[config.mk]
export PLATFORM = sky130hd
export DESIGN_NAME = ide_dma_steal
export DESIGN_NICKNAME = d
export VERILOG_FILES = /design/src/rtl/ide_dma_pkg.sv /design/src/rtl/dma_phase.sv /design/src/rtl/dma_walk.sv /design/src/rtl/dma_seq.sv /design/src/rtl/dma_regs.sv /design/src/rtl/ide_dma_steal.sv
export SDC_FILE = /design/constraint.sdc
export NUM_CORES = 1
export LEC_CHECK = 0
export BUFFER_PORTS_ARGS = -buffer_cell sky130_fd_sc_hd__buf_2
export CAP_MARGIN = 40
export CORE_UTILIZATION = 37
export CTS_CLUSTER_SIZE = 16
export DETAILED_ROUTE_END_ITERATION = 6
export PLACE_DENSITY = 0.74
export SYNTH_ARGS = -nofsm -noshare
export SYNTH_HDL_FRONTEND = slang
export SYNTH_SLANG_ARGS = --single-unit
[constraint.sdc]
create_clock -name clk -period 2.16 [get_ports clk]
set_clock_uncertainty 0.2 [all_clocks]
set_input_delay 0.216 -clock clk [delete_from_list [all_inputs] [get_ports clk]]
set_output_delay 0.216 -clock clk [all_outputs]
set_load 0.03 [all_outputs]
[src/rtl/ide_dma_pkg.sv]
// Package: shared types and register indices for the sector DMA engine.
// Assumes: nothing beyond standard SystemVerilog.
package ide_dma_pkg;
    typedef enum logic [1:0] {
        ST_IDLE  = 2'd0,
        ST_ARMED = 2'd1,
        ST_XFER  = 2'd2,
        ST_HOLD  = 2'd3
    } seq_state_t;

    typedef enum logic {
        DIR_TO_MEM = 1'b0,
        DIR_TO_DEV = 1'b1
    } xfer_dir_t;

    localparam logic [1:0] RA_CTRL = 2'd0;
    localparam logic [1:0] RA_ALO  = 2'd1;
    localparam logic [1:0] RA_AHI  = 2'd2;
    localparam logic [1:0] RA_CNT  = 2'd3;

    localparam int CB_START = 0;
    localparam int CB_DIR   = 1;
    localparam int CB_CLEAR = 7;
endpackage

[src/rtl/dma_phase.sv]
// Module: dma_phase
// Detects the falling edge of phi2 in the system clock domain and keeps the
// CPU lockout window that follows each stolen cycle.
// Assumes: phi2 is synchronous to clk and stays in each level for at least
// one clk period.
module dma_phase (
    input  logic clk,
    input  logic rst_n,
    input  logic phi2,
    input  logic xfer_act,
    output logic phi2_fall,
    output logic lock_tail
);
    logic phi2_q;

    // Register phi2 so that a high-to-low change can be seen.
    always_ff @(posedge clk) begin
        if (!rst_n) phi2_q <= 1'b0;
        else        phi2_q <= phi2;
    end

    assign phi2_fall = phi2_q & ~phi2;

    // Hold the lockout from a stolen cycle until the next phi2 fall.
    always_ff @(posedge clk) begin
        if (!rst_n)         lock_tail <= 1'b0;
        else if (xfer_act)  lock_tail <= 1'b1;
        else if (phi2_fall) lock_tail <= 1'b0;
    end

    AST_TAIL_AFTER_XFER: assert property (@(posedge clk) disable iff (!rst_n)
        xfer_act |=> lock_tail) else $error("lockout missing after stolen cycle");
endmodule

[src/rtl/dma_walk.sv]
// Module: dma_walk
// Holds the word address and the word counter of a sector transfer.
// Assumes: load and step are never asserted in the same cycle.
module dma_walk #(
    parameter int AW    = 16,
    parameter int WORDS = 256,
    localparam int CW   = $clog2(WORDS)
) (
    input  logic          clk,
    input  logic          rst_n,
    input  logic          load,
    input  logic [AW-1:0] base,
    input  logic          step,
    output logic [AW-1:0] addr,
    output logic [CW-1:0] count,
    output logic          last
);
    localparam logic [CW-1:0] LAST_CNT = CW'(WORDS - 1);

    // Load the start address, then advance address and count per word.
    always_ff @(posedge clk) begin
        if (!rst_n) begin
            addr  <= '0;
            count <= '0;
        end else if (load) begin
            addr  <= base;
            count <= '0;
        end else if (step) begin
            addr  <= addr + 1'b1;
            count <= count + 1'b1;
        end
    end

    assign last = (count == LAST_CNT);
endmodule

[src/rtl/dma_seq.sv]
// Module: dma_seq
// Sequencer that arms on a start, waits for the drive's request, takes the
// bus on a phi2 fall, moves one word per stolen cycle, pauses when the
// request drops and finishes after the last word.
// Assumes: phi2_fall is a one-clock pulse.
module dma_seq
    import ide_dma_pkg::*;
(
    input  logic clk,
    input  logic rst_n,
    input  logic start,
    input  logic dmarq,
    input  logic phi2_fall,
    input  logic last,
    output logic own,
    output logic xfer,
    output logic busy,
    output logic done_set
);
    seq_state_t state_q, state_d;

    // Choose the next sequencer state.
    always_comb begin
        state_d = state_q;
        unique case (state_q)
            ST_IDLE:  if (start) state_d = ST_ARMED;
            ST_ARMED: if (dmarq && phi2_fall) state_d = ST_XFER;
            ST_XFER:  state_d = last ? ST_IDLE : ST_HOLD;
            ST_HOLD: begin
                if (!dmarq)         state_d = ST_ARMED;
                else if (phi2_fall) state_d = ST_XFER;
            end
            default:  state_d = ST_IDLE;
        endcase
    end

    // State register.
    always_ff @(posedge clk) begin
        if (!rst_n) state_q <= ST_IDLE;
        else        state_q <= state_d;
    end

    assign own      = (state_q == ST_XFER) || (state_q == ST_HOLD);
    assign xfer     = (state_q == ST_XFER);
    assign busy     = (state_q != ST_IDLE);
    assign done_set = xfer && last;

    AST_TAKE_ON_FALL: assert property (@(posedge clk) disable iff (!rst_n)
        $rose(own) |-> $past(phi2_fall)) else $error("bus taken off phi2 fall");
    AST_ONE_WORD: assert property (@(posedge clk) disable iff (!rst_n)
        xfer |=> !xfer) else $error("two words in a row");
    AST_REQ_BEFORE_XFER: assert property (@(posedge clk) disable iff (!rst_n)
        $rose(xfer) |-> $past(dmarq)) else $error("word without request");
    AST_PAUSE_RELEASE: assert property (@(posedge clk) disable iff (!rst_n)
        (state_q == ST_HOLD && !dmarq) |=> !own) else $error("bus kept after request drop");
endmodule

[src/rtl/dma_regs.sv]
// Module: dma_regs
// CPU register file (control, start address, count) with done flag,
// lockout gating of CPU accesses and gating of the programmed-I/O strobes.
// Assumes: AW is between 9 and 16; reads are combinational.
module dma_regs
    import ide_dma_pkg::*;
#(
    parameter int AW = 16,
    parameter int CW = 8
) (
    input  logic          clk,
    input  logic          rst_n,
    input  logic          cpu_sel,
    input  logic          cpu_we,
    input  logic [1:0]    cpu_addr,
    input  logic [7:0]    cpu_wdata,
    output logic [7:0]    cpu_rdata,
    input  logic          blocked,
    input  logic          busy,
    input  logic          done_set,
    input  logic [CW-1:0] count,
    input  logic [1:0]    pio_cs_n,
    input  logic          pio_rd_n,
    input  logic          pio_wr_n,
    output logic [1:0]    ide_cs_n,
    output logic          ide_ior_n,
    output logic          ide_iow_n,
    output logic          start,
    output xfer_dir_t     dir,
    output logic [AW-1:0] base,
    output logic          irq
);
    logic acc_ok, wr_ok, clr_done, quiet;

    assign acc_ok   = cpu_sel && !blocked;
    assign wr_ok    = acc_ok && cpu_we;
    assign start    = wr_ok && (cpu_addr == RA_CTRL) && cpu_wdata[CB_START] && !busy;
    assign clr_done = wr_ok && (cpu_addr == RA_CTRL) && cpu_wdata[CB_CLEAR];

    // Start address registers, writable only while idle.
    always_ff @(posedge clk) begin
        if (!rst_n) begin
            base <= '0;
        end else if (wr_ok && !busy) begin
            if (cpu_addr == RA_ALO) base[7:0]    <= cpu_wdata;
            if (cpu_addr == RA_AHI) base[AW-1:8] <= cpu_wdata[AW-9:0];
        end
    end

    // Direction is captured with an accepted start.
    always_ff @(posedge clk) begin
        if (!rst_n)     dir <= DIR_TO_MEM;
        else if (start) dir <= xfer_dir_t'(cpu_wdata[CB_DIR]);
    end

    // Done flag: set by the last word, cleared by the CPU.
    always_ff @(posedge clk) begin
        if (!rst_n)        irq <= 1'b0;
        else if (done_set) irq <= 1'b1;
        else if (clr_done) irq <= 1'b0;
    end

    // Register read mux; blocked reads return zero.
    always_comb begin
        cpu_rdata = 8'h00;
        if (acc_ok && !cpu_we) begin
            unique case (cpu_addr)
                RA_CTRL: cpu_rdata = {irq, busy, 4'b0000, dir, 1'b0};
                RA_ALO:  cpu_rdata = base[7:0];
                RA_AHI:  cpu_rdata = 8'(base[AW-1:8]);
                RA_CNT:  cpu_rdata = 8'(count);
                default: cpu_rdata = 8'h00;
            endcase
        end
    end

    // Programmed-I/O strobes pass through unless a transfer or lockout holds them.
    assign quiet     = busy || blocked;
    assign ide_cs_n  = quiet ? 2'b11 : pio_cs_n;
    assign ide_ior_n = quiet ? 1'b1  : pio_rd_n;
    assign ide_iow_n = quiet ? 1'b1  : pio_wr_n;

    AST_BLOCKED_WRITE: assert property (@(posedge clk) disable iff (!rst_n)
        (cpu_sel && cpu_we && blocked) |=> $stable(base)) else $error("blocked write landed");
    AST_IRQ_HOLD: assert property (@(posedge clk) disable iff (!rst_n)
        (irq && !(cpu_sel && cpu_we && cpu_addr == RA_CTRL && cpu_wdata[CB_CLEAR])) |=> irq)
        else $error("irq dropped without clear");
endmodule

[src/rtl/ide_dma_steal.sv]
// Module: ide_dma_steal (top)
// Sector DMA engine that steals CPU bus cycles on phi2 falls and moves
// 16-bit words between an IDE drive's data port and RAM.
// Assumes: RAM read data is valid in the same clock as mem_rd; the drive
// presents and accepts data within the strobe clock.
module ide_dma_steal
    import ide_dma_pkg::*;
#(
    parameter int AW    = 16,
    parameter int WORDS = 256
) (
    input  logic          clk,
    input  logic          rst_n,
    input  logic          phi2,
    input  logic          cpu_sel,
    input  logic          cpu_we,
    input  logic [1:0]    cpu_addr,
    input  logic [7:0]    cpu_wdata,
    output logic [7:0]    cpu_rdata,
    output logic          cpu_be,
    output logic          cpu_rdy,
    output logic          irq,
    input  logic [1:0]    pio_cs_n,
    input  logic          pio_rd_n,
    input  logic          pio_wr_n,
    output logic [1:0]    ide_cs_n,
    output logic          ide_ior_n,
    output logic          ide_iow_n,
    input  logic          ide_dmarq,
    output logic          ide_dmack_n,
    output logic          ide_drd_n,
    output logic          ide_dwr_n,
    input  logic [15:0]   ide_rdata,
    output logic [15:0]   ide_wdata,
    output logic [AW-1:0] mem_addr,
    output logic          mem_rd,
    output logic          mem_wr,
    input  logic [15:0]   mem_rdata,
    output logic [15:0]   mem_wdata
);
    localparam int CW = $clog2(WORDS);

    logic          phi2_fall, lock_tail, own, xfer, busy, done_set, last, start;
    logic [CW-1:0] count;
    logic [AW-1:0] base;
    xfer_dir_t     dir;

    dma_phase u_phase (
        .clk(clk), .rst_n(rst_n), .phi2(phi2), .xfer_act(xfer),
        .phi2_fall(phi2_fall), .lock_tail(lock_tail)
    );

    dma_seq u_seq (
        .clk(clk), .rst_n(rst_n), .start(start), .dmarq(ide_dmarq),
        .phi2_fall(phi2_fall), .last(last), .own(own), .xfer(xfer),
        .busy(busy), .done_set(done_set)
    );

    dma_walk #(.AW(AW), .WORDS(WORDS)) u_walk (
        .clk(clk), .rst_n(rst_n), .load(start), .base(base), .step(xfer),
        .addr(mem_addr), .count(count), .last(last)
    );

    dma_regs #(.AW(AW), .CW(CW)) u_regs (
        .clk(clk), .rst_n(rst_n), .cpu_sel(cpu_sel), .cpu_we(cpu_we),
        .cpu_addr(cpu_addr), .cpu_wdata(cpu_wdata), .cpu_rdata(cpu_rdata),
        .blocked(own || lock_tail), .busy(busy), .done_set(done_set),
        .count(count), .pio_cs_n(pio_cs_n), .pio_rd_n(pio_rd_n),
        .pio_wr_n(pio_wr_n), .ide_cs_n(ide_cs_n), .ide_ior_n(ide_ior_n),
        .ide_iow_n(ide_iow_n), .start(start), .dir(dir), .base(base), .irq(irq)
    );

    // Bus ownership and word strobes.
    assign cpu_be      = ~own;
    assign cpu_rdy     = ~own;
    assign ide_dmack_n = ~own;
    assign mem_wr      = xfer && (dir == DIR_TO_MEM);
    assign mem_rd      = xfer && (dir == DIR_TO_DEV);
    assign ide_drd_n   = ~mem_wr;
    assign ide_dwr_n   = ~mem_rd;
    assign mem_wdata   = ide_rdata;
    assign ide_wdata   = mem_rdata;

    AST_PIO_QUIET_DMA: assert property (@(posedge clk) disable iff (!rst_n)
        !ide_dmack_n |-> (ide_ior_n && ide_iow_n && ide_cs_n == 2'b11))
        else $error("pio strobe during dma");
    AST_DONE_RELEASE: assert property (@(posedge clk) disable iff (!rst_n)
        $rose(irq) |-> (cpu_be && cpu_rdy && ide_dmack_n)) else $error("bus held at done");
endmodule

; After elaboration in Yosys (flattened, before gate mapping)
; Index checks and enable logic that the tools add are counted.
[op_classes]
add_sub_neg = 2
n_mul = 0
div = 0
magnitude_cmp = 0
eq_ne = 10
shift = 0
mux = 17
bitwise = 7
n_reduce_logical = 28
[op_table]
columns = op, n
row1 = $mux W16, 2
row2 = $pmux W8 S4, 1
row3 = $add A16 B1 Y16 const B, 1
row4 = $logic_and A1 B1 Y1, 12
row5 = $mux W2, 6
row6 = $add A8 B1 Y8 const B, 1
row7 = $eq A2 B2 Y1 const B, 4
row8 = $eq A8 B8 Y1 const B, 1
row9 = $mux W8, 1
row10 = $pmux W2 S4, 1
row11 = $reduce_bool A2 Y1, 4
row12 = $mux W1, 6
row13 = $not A1 Y1, 6
row14 = $eq A2 B1 Y1 const B, 2
row15 = $logic_not A2 Y1, 2
row16 = $reduce_and A2 Y1, 2
row17 = $logic_not A1 Y1, 3
row18 = $logic_or A1 B1 Y1, 3
row19 = $ne A3 B2 Y1 const B, 1
row20 = $reduce_and A3 Y1, 1
row21 = $ne A2 B1 Y1 const B, 1
row22 = $ne A2 B2 Y1 const B, 1
row23 = $reduce_or A2 Y1, 1
row24 = $and A1 B1 Y1, 1
[totals]
regBits = 46
latchBits = 0
mem_bits_rw = 0
romBits = 0
input_bits = 52
out_inout_bits = 68
elab_cells = 73
memories = 0

; Depth between registers and ports, before layout
; Gate-level depths: netlist of the first run.
[depth]
depth_word = 11
ltp_mapped = 7
depth_no_buf = 5

; By module
; From an unflattened synthesis of the first run, not the netlist that was laid out.
[unflattened]
cells_unflattened = 306
area_unflattened_um2 = 2721.4
[by_module_without_submodules]
columns = module, instances, cells_each, area_per_inst_um2, seq_area_each_um2
row1 = dma_walk, 1, 144, 1266.2, 480.5
row2 = dma_regs, 1, 102, 975.9, 360.3
row3 = ide_dma_steal, 1, 40, 287.8, 0.0
row4 = dma_seq, 1, 13, 113.9, 40.0
row5 = dma_phase, 1, 7, 77.6, 40.0

; Least setup slack after synthesis of the first run
; Ideal clock, no wire load.
[synth_timing]
kind = reg-to-output
startpoint = reg u_seq.state_q[1]
endpoint = out cpu_rdata[6]
arrival_ps = 1548
required_ps = 1744
setup_slack_ps = 196
stages_incl_launch_ff = 5
path_buffers = 1
path_cell_list = dfxtp_1 -> buf_2 -> nor2_1 -> nand3b_1 -> a211oi_1
[synth_between]
elab_chain_len = 7
word_cells_on_any_way = 10
cone_classes = 2 x eq/ne / 2 x mux / 6 x reduce/logical
[synth_rtl]
columns = element, line_no
row1 = start: declaration, dma_seq.sv:20  ; seq_state_t state_q, state_d;
row2 = start signal: assignment, dma_seq.sv:40  ; else state_q <= state_d;
row3 = $eq A2 B2 Y1, dma_seq.sv:43  ; assign own = (state_q == ST_XFER) || (state_q == ST_HOLD);
row4 = $logic_or A1 B1 Y1, dma_seq.sv:43
row5 = $logic_or A1 B1 Y1, ide_dma_steal.sv:67  ; .blocked(own || lock_tail), .busy(busy), .done_set(done_set),
row6 = $logic_not A1 Y1, dma_regs.sv:35  ; assign acc_ok = cpu_sel && !blocked;
row7 = $logic_and A1 B1 Y1, dma_regs.sv:35
row8 = $logic_and A1 B1 Y1, dma_regs.sv:66  ; if (acc_ok && !cpu_we) begin
row9 = $mux W8 *, dma_regs.sv:66
row10 = end: declaration, ide_dma_steal.sv:19  ; output logic [7:0] cpu_rdata,
; Mark *: on every way between the ends. The rest lies on a longest branch, timed or not.

; Worst setup path in the final report of the first run
[layout_timing]
startpoint = reg u_seq.state_q[1]
endpoint = out cpu_rdata[2]
[layout_between]
elab_chain_len = 7
word_cells_on_any_way = 8
cone_classes = 2 x eq/ne / 1 x mux / 5 x reduce/logical
[layout_rtl]
columns = element, line_no
row1 = $eq A2 B2 Y1, dma_seq.sv:43
row2 = $logic_or A1 B1 Y1 *, dma_seq.sv:43
row3 = $logic_or A1 B1 Y1 *, ide_dma_steal.sv:67
row4 = $logic_not A1 Y1 *, dma_regs.sv:35
row5 = $logic_and A1 B1 Y1 *, dma_regs.sv:35
row6 = $logic_and A1 B1 Y1 *, dma_regs.sv:66
row7 = $mux W8 *, dma_regs.sv:66
; Marks and branches as above.

==> run_results.csv, run 1 <==
group,metric,value,unit
grt,grt-ovfl-total,0,
place,preCtsSetupSlack,0.1684,ns
place,place.detailed.instances,428,
sta,fin_crit_sh,0.9589,
floorplan,floorplan.initialDensity,0.3857,
detailed_routing,route.final.wire_length,7057,um
clocking,cts_made_buffers,5,
synthesis,synth_edf_count,0,
worst_setup_path,cp.required,1.74,ns
synthesis,total_number_of_yosys_warnings,0,
detailed_routing,detail-route-antenna-nets,0,
pwr,static-leakage-power,1.145,nW
worst_setup_path,critical_path_arrival,1.66,ns
detailed_routing,routed-via-count,2471,
sta,period_needed,2.071,ns
worst_setup_path,criticalPathCategory,"register to output pin",
layout,finalInstanceArea,2945,sq um
clocking,library_cell_used_as_clock_root_buffer,"sky130_fd_sc_hd__clkbuf_8",
layout,final_layout_size_suffix_gt1_frac,0.2371,
clocking,ctsLongestPathBuffers,2,
worst_setup_path,setup.worst_path.end_class,"output pin",
grt,grtUsageMet1,0.2382,
place,io_buffer_count,55,
sta,setup_viol,0,
layout,nFillCells,715,
sta,grt_setup_unrepaired,"no",
floorplan,design.portCount,120,
hold_path,hold_path_class,"input pin to register",
synthesis,yosys.cell_types.count,48,
place,final_wtd_congestion,0.8287,
detailed_routing,wl_per_cell,15.82,um
clocking,worst_skew_pair.late_latency,0.30,ns
grt,grt_use_total,0.1917,
synthesis,avgSynthCellArea,8.260,sq um
pwr,ir_drop,0.2214,mV
synthesis,ys_seq_area_frac,0.3495,
pwr,share_seq_of_total_power,0.573,
layout,instances_no_fill,446,
sta,worstMarginPinSlew,0.5238,ns
floorplan,die_width,86.39,um
grt,grt_pass1_vias,2223,
pwr,swShare,0.2499,
worst_setup_path,critPathLaunchType,"register",
grt,grt-busiest-layer,"met2",
clocking,cts.sinks,46,
sta,final_max_slew_viol_count,0,
grt,grt_max_degree,34,
place,placed_area,2765,sq um
grt,number_of_antenna_violations_at_the_first_check_in_global_routing,0,
grt,groute.layer.met3.usage,0.05524,
floorplan,core,6832,sq um
run,cap_violations,0,
detailed_routing,initialDrtViolationCount,222,
worst_setup_path,crit_fanout,9,
floorplan,chipHeight,86.39,um
pwr,clock_power_share,0.337,
pwr,power_density,514.8,nW/um^2
sta,holdWs,0.01762,ns
pwr,totalPowerFinal,1.516,mW
layout,finish.net_count,404,
run_status,outcome,"finished, final reports clean",
detailed_routing,remaining_drc_errors,0,
layout,syn2layout_area_growth,11.78,%
layout,post-route-util,0.4311,
place,post-dp-hpwl,5269,um
grt,grt_first_pass_wirelength,10960,um
synthesis,ys_ff_latch,46,
sta,totalNegativeSetupSlack,0,ns
sta,hold_viol,0,
clocking,tritoncts,"done",
synthesis,asyncSetResetFlopFracSynth,0,
synthesis,synthesis.area,2635,sq um
sta,timing.final.ws_setup,0.08872,ns
detailed_routing,detailedRoute.firstPassIterationCount,6,
layout,area_occupied_by_multi_input_gates,1363,sq um
pwr,power_switching,0.3789,mW
layout,regArea,922.1,sq um
synthesis,synth_nets,373,
pwr,internal_power,1.137,mW
detailed_routing,via_per_inst,5.540,
synthesis,netlist_instances,319,
grt,gr-usage-met2,0.3102,
layout,antennaDiodeCount,0,
floorplan,die_area,7463,sq um
sta,worst_slew_margin_rel,0.6508,
pwr,comb_power_share,0.091,
clocking,clock_tree.htree_level_count,2,
synthesis,yosys_most_used_dff,"sky130_fd_sc_hd__dfxtp_1",
floorplan,row_count,30,
sta,achievable-frequency,482.8,MHz
clocking,clk_pin_slew,0.08,ns
==> layout make-up <==
class	instances	share of cell area
Clock buffer	7	0.02591
Tap cell	96	0.04078
Multi-Input combinational cell	216	0.4626
Sequential cell	46	0.3131
Timing Repair Buffer	74	0.1487
Inverter	7	0.008921
==> layer usage <==
| layer | vias to the layer above | share of wire |
|---|---|---|
| li1 | 1169 | - |
| met5 | - | 0 |
| met1 | 1161 | 0.42 |
| met3 | 22 | 0.090 |
| met4 | 0 | 0.027 |
| met2 | 119 | 0.46 |
==> Yosys cell counts, drive strengths merged, types with 2 or more instances <==
| library cell | instances | area share |
|---|---|---|
| o311ai | 2 | 0.0066 |
| ha | 2 | 0.0095 |
| mux4 | 2 | 0.017 |
| nor3 | 4 | 0.012 |
| a211oi | 4 | 0.011 |
| and4 | 2 | 0.0066 |
| a222oi | 2 | 0.0076 |
| nor2b | 4 | 0.0095 |
| and3 | 5 | 0.012 |
| a21oi | 23 | 0.044 |
| nor4 | 5 | 0.012 |
| or3 | 3 | 0.0071 |
| nand4 | 11 | 0.028 |
| nand2b | 7 | 0.017 |
| mux2i | 9 | 0.034 |
| nor3b | 2 | 0.0057 |
| mux2 | 6 | 0.026 |
| a2bb2oi | 4 | 0.013 |
| a22oi | 5 | 0.014 |
| or4 | 2 | 0.0057 |
| a31oi | 4 | 0.0095 |
| buf | 42 | 0.11 |
| nand3 | 15 | 0.030 |
| nor2 | 29 | 0.041 |
| nand2 | 36 | 0.051 |
| o21ai | 5 | 0.0095 |
| dfxtp | 46 | 0.35 |
| xnor2 | 6 | 0.020 |
| inv | 6 | 0.0085 |
| clkbuf | 8 | 0.011 |
| o31a | 2 | 0.0066 |
| xor2 | 4 | 0.013 |
==> power by group through the flow <==
stage | Clock (mW) | Combinational (mW) | Sequential (mW)
2_1_floorplan | 0 | 0.185 | 0.886
3_3_place_gp | 0 | 0.119 | 0.888
3_5_place_dp | 0 | 0.121 | 0.888
4_1_cts | 0.514 | 0.137 | 0.868
5_1_grt | 0.555 | 0.148 | 0.870
6_report | 0.510 | 0.138 | 0.868
==> worst paths after layout <==
check / startpoint / end / slack, ns / depth (start not counted)
setup / recovery: u_seq.state_q[1] / cpu_rdata[2] / 0.09 / 5
hold / removal: cpu_wdata[0] / u_regs.base[0] / 0.02 / 3
setup reg to reg: u_walk.addr[0] / u_walk.addr[12] / 0.15 / 5
hold reg to reg: u_regs.base[2] / u_regs.base[2] / 0.29 / 2
==> placed cells by master, fill, tap and decap left out, types with 3 or more instances in the layout <==
cell type                        n
sky130_fd_sc_hd__a2bb2oi_1       4
sky130_fd_sc_hd__and3_1          5
sky130_fd_sc_hd__nor2b_1         4
sky130_fd_sc_hd__nor4_1          5
sky130_fd_sc_hd__mux2i_1         9
sky130_fd_sc_hd__o21ai_0         5
sky130_fd_sc_hd__buf_4          11
sky130_fd_sc_hd__a22oi_1         5
sky130_fd_sc_hd__clkbuf_8        5
sky130_fd_sc_hd__inv_1           6
sky130_fd_sc_hd__nor3_1          3
sky130_fd_sc_hd__xnor2_1         6
sky130_fd_sc_hd__nand2b_1        7
sky130_fd_sc_hd__xor2_1          4
sky130_fd_sc_hd__dfxtp_1        45
sky130_fd_sc_hd__nand4_1        10
sky130_fd_sc_hd__a211oi_1        4
sky130_fd_sc_hd__a31oi_1         4
sky130_fd_sc_hd__a21oi_1        23
sky130_fd_sc_hd__buf_2          55
sky130_fd_sc_hd__dlygate4sd3_1   8
sky130_fd_sc_hd__mux2_2          6
sky130_fd_sc_hd__nor2_1         29
sky130_fd_sc_hd__nand3_1        14
sky130_fd_sc_hd__nand2_1        36
sky130_fd_sc_hd__or3_1           3
==> worst max-delay path, stage by stage, from the launching register on <==
cell,delay [ns]
sky130_fd_sc_hd__dfxtp_2,0.39
sky130_fd_sc_hd__nor2_1,0.18
sky130_fd_sc_hd__nand3b_1,0.20
sky130_fd_sc_hd__buf_4,0.20
sky130_fd_sc_hd__nor2_1,0.15
sky130_fd_sc_hd__buf_2,0.22
==> flip-flops by register name, indices dropped and copies added, names as in the netlist <==
signal,cells
u_seq.state_q,2
u_walk.count,8
u_regs.base,16
u_phase.lock_tail,1
u_regs.irq,1
u_regs.dir,1
u_walk.addr,16
u_phase.phi2_q,1
==> timing repair <==
action | 4_1_cts | 5_1_grt
endpoints found under the hold margin | 14 | 0
resized for setup | 0 | 1
endpoints found under the setup margin | 1 | 9
pin swaps | 1 | 0
setup buffers | 3 | 0
hold buffers | 8 | 0
==> kinds of logic (layout without fill, tap and decap cells) <==
| family | after synthesis | after routing | synth area share |
|---|---|---|---|
| AND/OR/NAND/NOR | 130 | 130 | 0.2550 |
| AO/OA/AOI/OAI | 57 | 57 | 0.1425 |
| buffers and inverters | 57 | 88 | 0.1334 |
| flip-flops | 46 | 46 | 0.3495 |
| multiplexers | 17 | 17 | 0.07692 |
| XOR/XNOR | 10 | 10 | 0.03324 |
| adder cells (fa/ha/maj) | 2 | 2 | 0.009495 |
Power figures use the tool's default switching activity.
==> run 2, diff against run 1 <==
--- a/config.mk
+++ b/config.mk
@@ -10,7 +10,7 @@
 export CORE_UTILIZATION = 37
 export CTS_CLUSTER_SIZE = 16
 export DETAILED_ROUTE_END_ITERATION = 6
-export PLACE_DENSITY = 0.74
+export PLACE_DENSITY_LB_ADDON = 0.15
 export SYNTH_ARGS = -nofsm -noshare
 export SYNTH_HDL_FRONTEND = slang
 export SYNTH_SLANG_ARGS = --single-unit
==> constraint.sdc (replaced) <==
create_clock -name clk -period 2 [get_ports clk]
set_clock_uncertainty 0.2 [all_clocks]
set_input_delay 0.2 -clock clk [delete_from_list [all_inputs] [get_ports clk]]
set_output_delay 0.2 -clock clk [all_outputs]
set_load 0.03 [all_outputs]
==> run 2 against run 1 <==
  * Critical path depth stayed put
  * Worst hold slack better by 0.048 ns
  * Cell area is 4.0% higher
  * Via count is 1.4% lower
==> run_results.csv, run 2 (synthesized netlist as in run 1, its figures left out) <==
group,metric,value,unit
run_status,outcome,"finished, final reports clean",
hold_path,hold_path_class,"input pin to register",
pwr,clock_power_share,0.339,
worst_setup_path,crit_fanout,9,
worst_setup_path,r2r_setup_slack,0.09,ns
clocking,clk_pin_slew,0.09,ns
sta,final_max_slew_viol_count,0,
hold_path,hold-path-cell-count,4,
pwr,comb_power_share,0.094,
pwr,swShare,0.2536,
place,io_buffer_count,55,
pwr,ir_drop,0.2804,mV
pwr,internal_power,1.233,mW
sta,grt_setup_unrepaired,"yes",
worst_setup_path,critical_path_arrival,1.55,ns
worst_setup_path,setup.worst_path.start,"u_seq.state_q[1]",
layout,antennaDiodeCount,0,
grt,grt_use_total,0.2007,
clocking,cts.sinks,46,
sta,worstMarginPinSlew,0.5045,ns
clocking,tritoncts,"done",
clocking,worst_skew_pair.late_latency,0.31,ns
worst_setup_path,setup.worst_path.end_class,"output pin",
grt,grt-ovfl-total,0,
grt,grt_first_pass_wirelength,11520,um
detailed_routing,remaining_drc_errors,0,
detailed_routing,detailedRoute.firstPassIterationCount,4,
hold_path,worst_hold_startpoint,"ide_dmarq",
layout,layout.cells.most_common_list,"sky130_fd_sc_hd__buf_2, sky130_fd_sc_hd__dfxtp_1, sky130_fd_sc_hd__nand2_1, sky130_fd_sc_hd__nor2_1, sky130_fd_sc_hd__buf_4",
layout,final_layout_size_suffix_gt1_frac,0.2680,
sta,totalNegativeSetupSlack,0,ns
layout,nFillCells,726,
worst_setup_path,worstReg2RegStart,"u_walk.addr[1]",
pwr,static-leakage-power,1.206,nW
detailed_routing,wl_per_cell,16.09,um
layout,syn2layout_area_growth,16.24,%
sta,hold_viol,0,
grt,number_of_antenna_violations_at_the_first_check_in_global_routing,0,
grt,grt_pass1_vias,2212,
worst_setup_path,rr_worst_depth,5,
clocking,ctsLongestPathBuffers,2,
worst_setup_path,cp.required,1.60,ns
sta,fin_crit_sh,0.9736,
detailed_routing,via_per_inst,5.321,
floorplan,die_area,7463,sq um
place,final_wtd_congestion,0.8047,
hold_path,whs_endpoint,"u_seq.state_q[0]",
sta,holdWs,0.06544,ns
run,cap_violations,0,
floorplan,floorplan.initialDensity,0.3857,
pwr,share_seq_of_total_power,0.567,
floorplan,core,6832,sq um
layout,top_regs,"u_regs.base x16, u_walk.addr x16, u_walk.count x8",
pwr,power_switching,0.4188,mW
clocking,library_cell_used_as_clock_root_buffer,"sky130_fd_sc_hd__clkbuf_8",
floorplan,die_width,86.39,um
detailed_routing,route.final.wire_length,7370,um
clocking,cts_made_buffers,5,
detailed_routing,routed-via-count,2437,
worst_setup_path,worst_reg2reg_path_endpoint,"u_walk.addr[12]",
worst_setup_path,critPathLaunchType,"register",
floorplan,chipHeight,86.39,um
floorplan,row_count,30,
floorplan,design.portCount,120,
detailed_routing,detail-route-antenna-nets,0,
layout,finish.net_count,416,
pwr,power_density,539.2,nW/um^2
sta,setup_viol,0,
layout,mostFrequentLayoutCell,"sky130_fd_sc_hd__buf_2",
sta,worst_slew_margin_rel,0.6637,
place,post-dp-hpwl,5441,um
clocking,clock_tree.htree_level_count,2,
worst_setup_path,criticalPathCategory,"register to output pin",
grt,grt_max_degree,34,
sta,period_needed,1.947,ns
detailed_routing,initialDrtViolationCount,153,
sta,achievable-frequency,513.6,MHz
[run 2: changes by cell type in the layout (fill, tap and decap cells not counted), sizes merged]
cell,previous run,this run
clkbuf,7,9
buf,66,74
dlygate4sd3,8,10
[run 2: metal layers]
metal / global-route usage / up-vias / part of all wire
li1: - / 1193 / -
met1: 0.2803 / 1158 / 0.48
met2: 0.3139 / 78 / 0.46
met3: 0.04381 / 8 / 0.051
met4: 0.05152 / 0 / 0.0090
met5: 0 / - / 0
[run 2: stage by stage]
stage | cells | utilization | cell area [sq um] | power, mW | setup WS, ns
2_1_floorplan | 319 | - | 2635 | 1.157 | 0.05176
3_3_place_gp | 440 | 0.4179 | 2855 | 1.097 | 0.1682
3_5_place_dp | 440 | 0.4179 | 2855 | 1.097 | 0.1082
4_1_cts | 457 | 0.4445 | 3037 | 1.666 | 0.008407
5_1_grt | 458 | 0.4484 | 3063 | 1.704 | -0.01695
6_report | 458 | 0.4484 | 3063 | 1.651 | 0.05281
[run 2: worst max-delay path, stage by stage, from the launching register on]
cell	delay, ns
sky130_fd_sc_hd__dfxtp_4	0.40
sky130_fd_sc_hd__nor2_2	0.14
sky130_fd_sc_hd__nand3b_1	0.15
sky130_fd_sc_hd__buf_4	0.19
sky130_fd_sc_hd__nor2_1	0.14
sky130_fd_sc_hd__clkbuf_4	0.21
[run 2: power groups by stage]
stage	registers, mW	logic (mW)	clock network, mW
floorplan	0.957	0.199	0
global placement	0.959	0.138	0
detailed placement	0.959	0.138	0
CTS	0.938	0.154	0.575
global route	0.938	0.169	0.598
finish	0.936	0.155	0.560
[run 2: repair_timing]
item	in CTS	in global routing
setup endpoints to repair	11	11
resized for setup	3	11
pin swaps	0	1
buffers inserted	0	1
hold buffers	10	0
endpoints found under the hold margin	18	0
[run 2: how the worst max path moves through the flow]
| stage | endpoint | cells past startpoint | slack [ns] |
|---|---|---|---|
| floorplan | cpu_rdata[6] | 4 | 0.05 |
| global placement | u_walk.addr[12] | 5 | 0.17 |
| detailed placement | u_walk.addr[12] | 5 | 0.11 |
| CTS | cpu_rdata[1] | 5 | 0.008 |
| global route | u_walk.addr[12] | 5 | -0.02 |
| finish | cpu_rdata[0] | 5 | 0.05 |
[run 2: layout make-up]
cell class | instances | area [sq um] | area share
multi-input cells | 216 | 1368 | 0.4465
well taps | 96 | 120.1 | 0.03922
inverters | 7 | 26.28 | 0.008578
repair buffers | 86 | 545.5 | 0.1781
clock buffers | 7 | 76.32 | 0.02492
flip-flops and latches | 46 | 927.1 | 0.3027
==> run 3, diff against run 2 <==
==> constraint.sdc (replaced) <==
create_clock -name clk -period 2 [get_ports clk]
set_clock_uncertainty 0.2 [all_clocks]
set_input_delay 0.1 -clock clk [delete_from_list [all_inputs] [get_ports clk]]
set_output_delay 0.1 -clock clk [all_outputs]
set_load 0.03 [all_outputs]
==> run 3 against run 2 <==
  * Critical path depth unchanged
  * First-iteration DRC count down 22%
  * Combinational power up 5%
  * Via count up 0.70%
  * Flip-flop and latch count unchanged
  * Power up 3.2%
  * Sequential share of layout area down 0.58 points
  * Clock power up 8.2%
  * Non-clock buffer count up 4
  * Worst setup slack better by 0.051 ns
  * Fmax up 2.7%
  * Clock-buffer cell count unchanged
  * Critical path type unchanged
  * Critical endpoint is now cpu_rdata[1]
  * Largest power group unchanged
==> run_results.csv, run 3 (synthesized netlist as in run 1, its figures left out) <==
group,metric,value,unit
run_status,outcome,"finished, final reports clean",
pwr,ir_drop,0.2372,mV
detailed_routing,routed-via-count,2454,
sta,worstMarginPinSlew,0.4720,ns
run,cap_violations,0,
worst_setup_path,setup.worst_path.end_class,"output pin",
layout,nFillCells,723,
clocking,cts_made_buffers,5,
clocking,tritoncts,"done",
sta,setup_viol,0,
sta,holdWs,0.00001161,ns
clocking,cts_setup_buffers,0,
layout,regArea,922.1,sq um
floorplan,core,6832,sq um
layout,area_occupied_by_multi_input_gates,1365,sq um
floorplan,design.portCount,120,
grt,grt_pass1_vias,2366,
worst_setup_path,criticalPathCategory,"register to output pin",
detailed_routing,via_per_inst,5.300,
worst_setup_path,cp.required,1.70,ns
hold_path,hold_path_class,"input pin to output pin",
layout,top_regs,"u_regs.base x16, u_walk.addr x16, u_walk.count x8",
sta,fin_crit_sh,0.9479,
place,io_buffer_count,55,
detailed_routing,route.final.wire_length,7388,um
worst_setup_path,critical_path_arrival,1.60,ns
clocking,ctsLongestPathBuffers,2,
grt,grt_use_total,0.2078,
pwr,power_density,549.0,nW/um^2
clocking,worst_skew_pair.late_latency,0.30,ns
worst_setup_path,rr_worst_depth,5,
grt,number_of_antenna_violations_at_the_first_check_in_global_routing,0,
pwr,static-leakage-power,1.239,nW
sta,achievable-frequency,527.5,MHz
floorplan,die_width,86.39,um
clocking,cts.sinks,46,
grt,grt_first_pass_wirelength,12090,um
sta,worst_slew_margin_rel,0.6853,
layout,mostFrequentLayoutCell,"sky130_fd_sc_hd__buf_2",
worst_setup_path,crit_fanout,8,
detailed_routing,wl_per_cell,15.96,um
layout,post-route-util,0.4546,
detailed_routing,detailedRoute.firstPassIterationCount,4,
detailed_routing,initialDrtViolationCount,120,
sta,final_max_slew_viol_count,0,
floorplan,row_count,30,
sta,grt_setup_unrepaired,"yes",
floorplan,floorplan.initialDensity,0.3857,
layout,layout.cells.most_common_list,"sky130_fd_sc_hd__buf_2, sky130_fd_sc_hd__dfxtp_1, sky130_fd_sc_hd__nand2_1, sky130_fd_sc_hd__nor2_1, sky130_fd_sc_hd__a21oi_1",
clocking,clock_tree.htree_level_count,2,
detailed_routing,detail-route-antenna-nets,0,
sta,period_needed,1.896,ns
layout,antennaDiodeCount,0,
worst_setup_path,critPathLaunchType,"register",
layout,finish.net_count,420,
sta,hold_viol,0,
detailed_routing,remaining_drc_errors,0,
clocking,library_cell_used_as_clock_root_buffer,"sky130_fd_sc_hd__clkbuf_8",
clocking,clk_pin_slew,0.09,ns
layout,syn2layout_area_growth,17.85,%
grt,grt-ovfl-total,0,
layout,final_layout_size_suffix_gt1_frac,0.2670,
grt,grt_max_degree,34,
place,final_wtd_congestion,0.7980,
place,post-dp-hpwl,5440,um
floorplan,chipHeight,86.39,um
hold_path,hold-path-cell-count,0,
floorplan,die_area,7463,sq um
-- run 3: final timing paths --
check / from / endpoint / slack, ns
min: mem_rdata[0] / ide_wdata[0] / 0.00001
max reg2reg: u_walk.addr[1] / u_walk.addr[12] / 0.14
min reg2reg: u_regs.base[1] / u_regs.base[1] / 0.29
max: u_seq.state_q[1] / cpu_rdata[1] / 0.10
-- run 3: area by class of cell --
| class | instances | area share |
|---|---|---|
| Clock buffer | 7 | 0.02780 |
| Clock inverter | 1 | 0.001612 |
| Inverter | 7 | 0.008461 |
| Multi-Input combinational cell | 216 | 0.4396 |
| Sequential cell | 46 | 0.2969 |
| Tap cell | 96 | 0.03868 |
| Timing Repair Buffer | 90 | 0.1869 |
-- run 3: per-stage QoR --
| step | setup slack, ns | TNS [ns] | cell area (sq um) | instances | power (mW) |
|---|---|---|---|---|---|
| floorplan | 0.06093 | 0 | 2635 | 319 | 1.157 |
| global placement | 0.1827 | 0 | 2890 | 443 | 1.102 |
| detailed placement | 0.1597 | 0 | 2890 | 443 | 1.102 |
| CTS | 0.02308 | 0 | 3102 | 463 | 1.717 |
| global route | -0.001115 | -0.001115 | 3105 | 463 | 1.780 |
| finish | 0.1042 | 0 | 3105 | 463 | 1.705 |
-- run 3: report_power, final --
group	leakage [nW]	internal [mW]	switching [mW]
sequential	0.372	0.926	0.0111
combinational	0.819	0.0708	0.0914
clock	0.0482	0.280	0.326
total	1.24	1.28	0.429
-- run 3: routing by layer --
metal  up-vias  GRT usage  share of wire
met5         -          0              0
met4         0    0.06515          0.012
met1      1148     0.2861           0.48
met3        11    0.03810          0.064
met2        96     0.3297           0.44
li1       1199          -              -
-- run 3: what timing repair did --
item,CTS,global route
endpoints found under the hold margin,23,0
endpoints found under the setup margin,0,11
hold buffers,12,0
resized for setup,0,2
-- run 3: worst max-delay path, cell delays in order (launching register included) --
cell	delay, ns
sky130_fd_sc_hd__dfxtp_2	0.39
sky130_fd_sc_hd__nor2_2	0.15
sky130_fd_sc_hd__nand3b_1	0.19
sky130_fd_sc_hd__buf_4	0.22
sky130_fd_sc_hd__nor2b_1	0.13
sky130_fd_sc_hd__buf_2	0.21
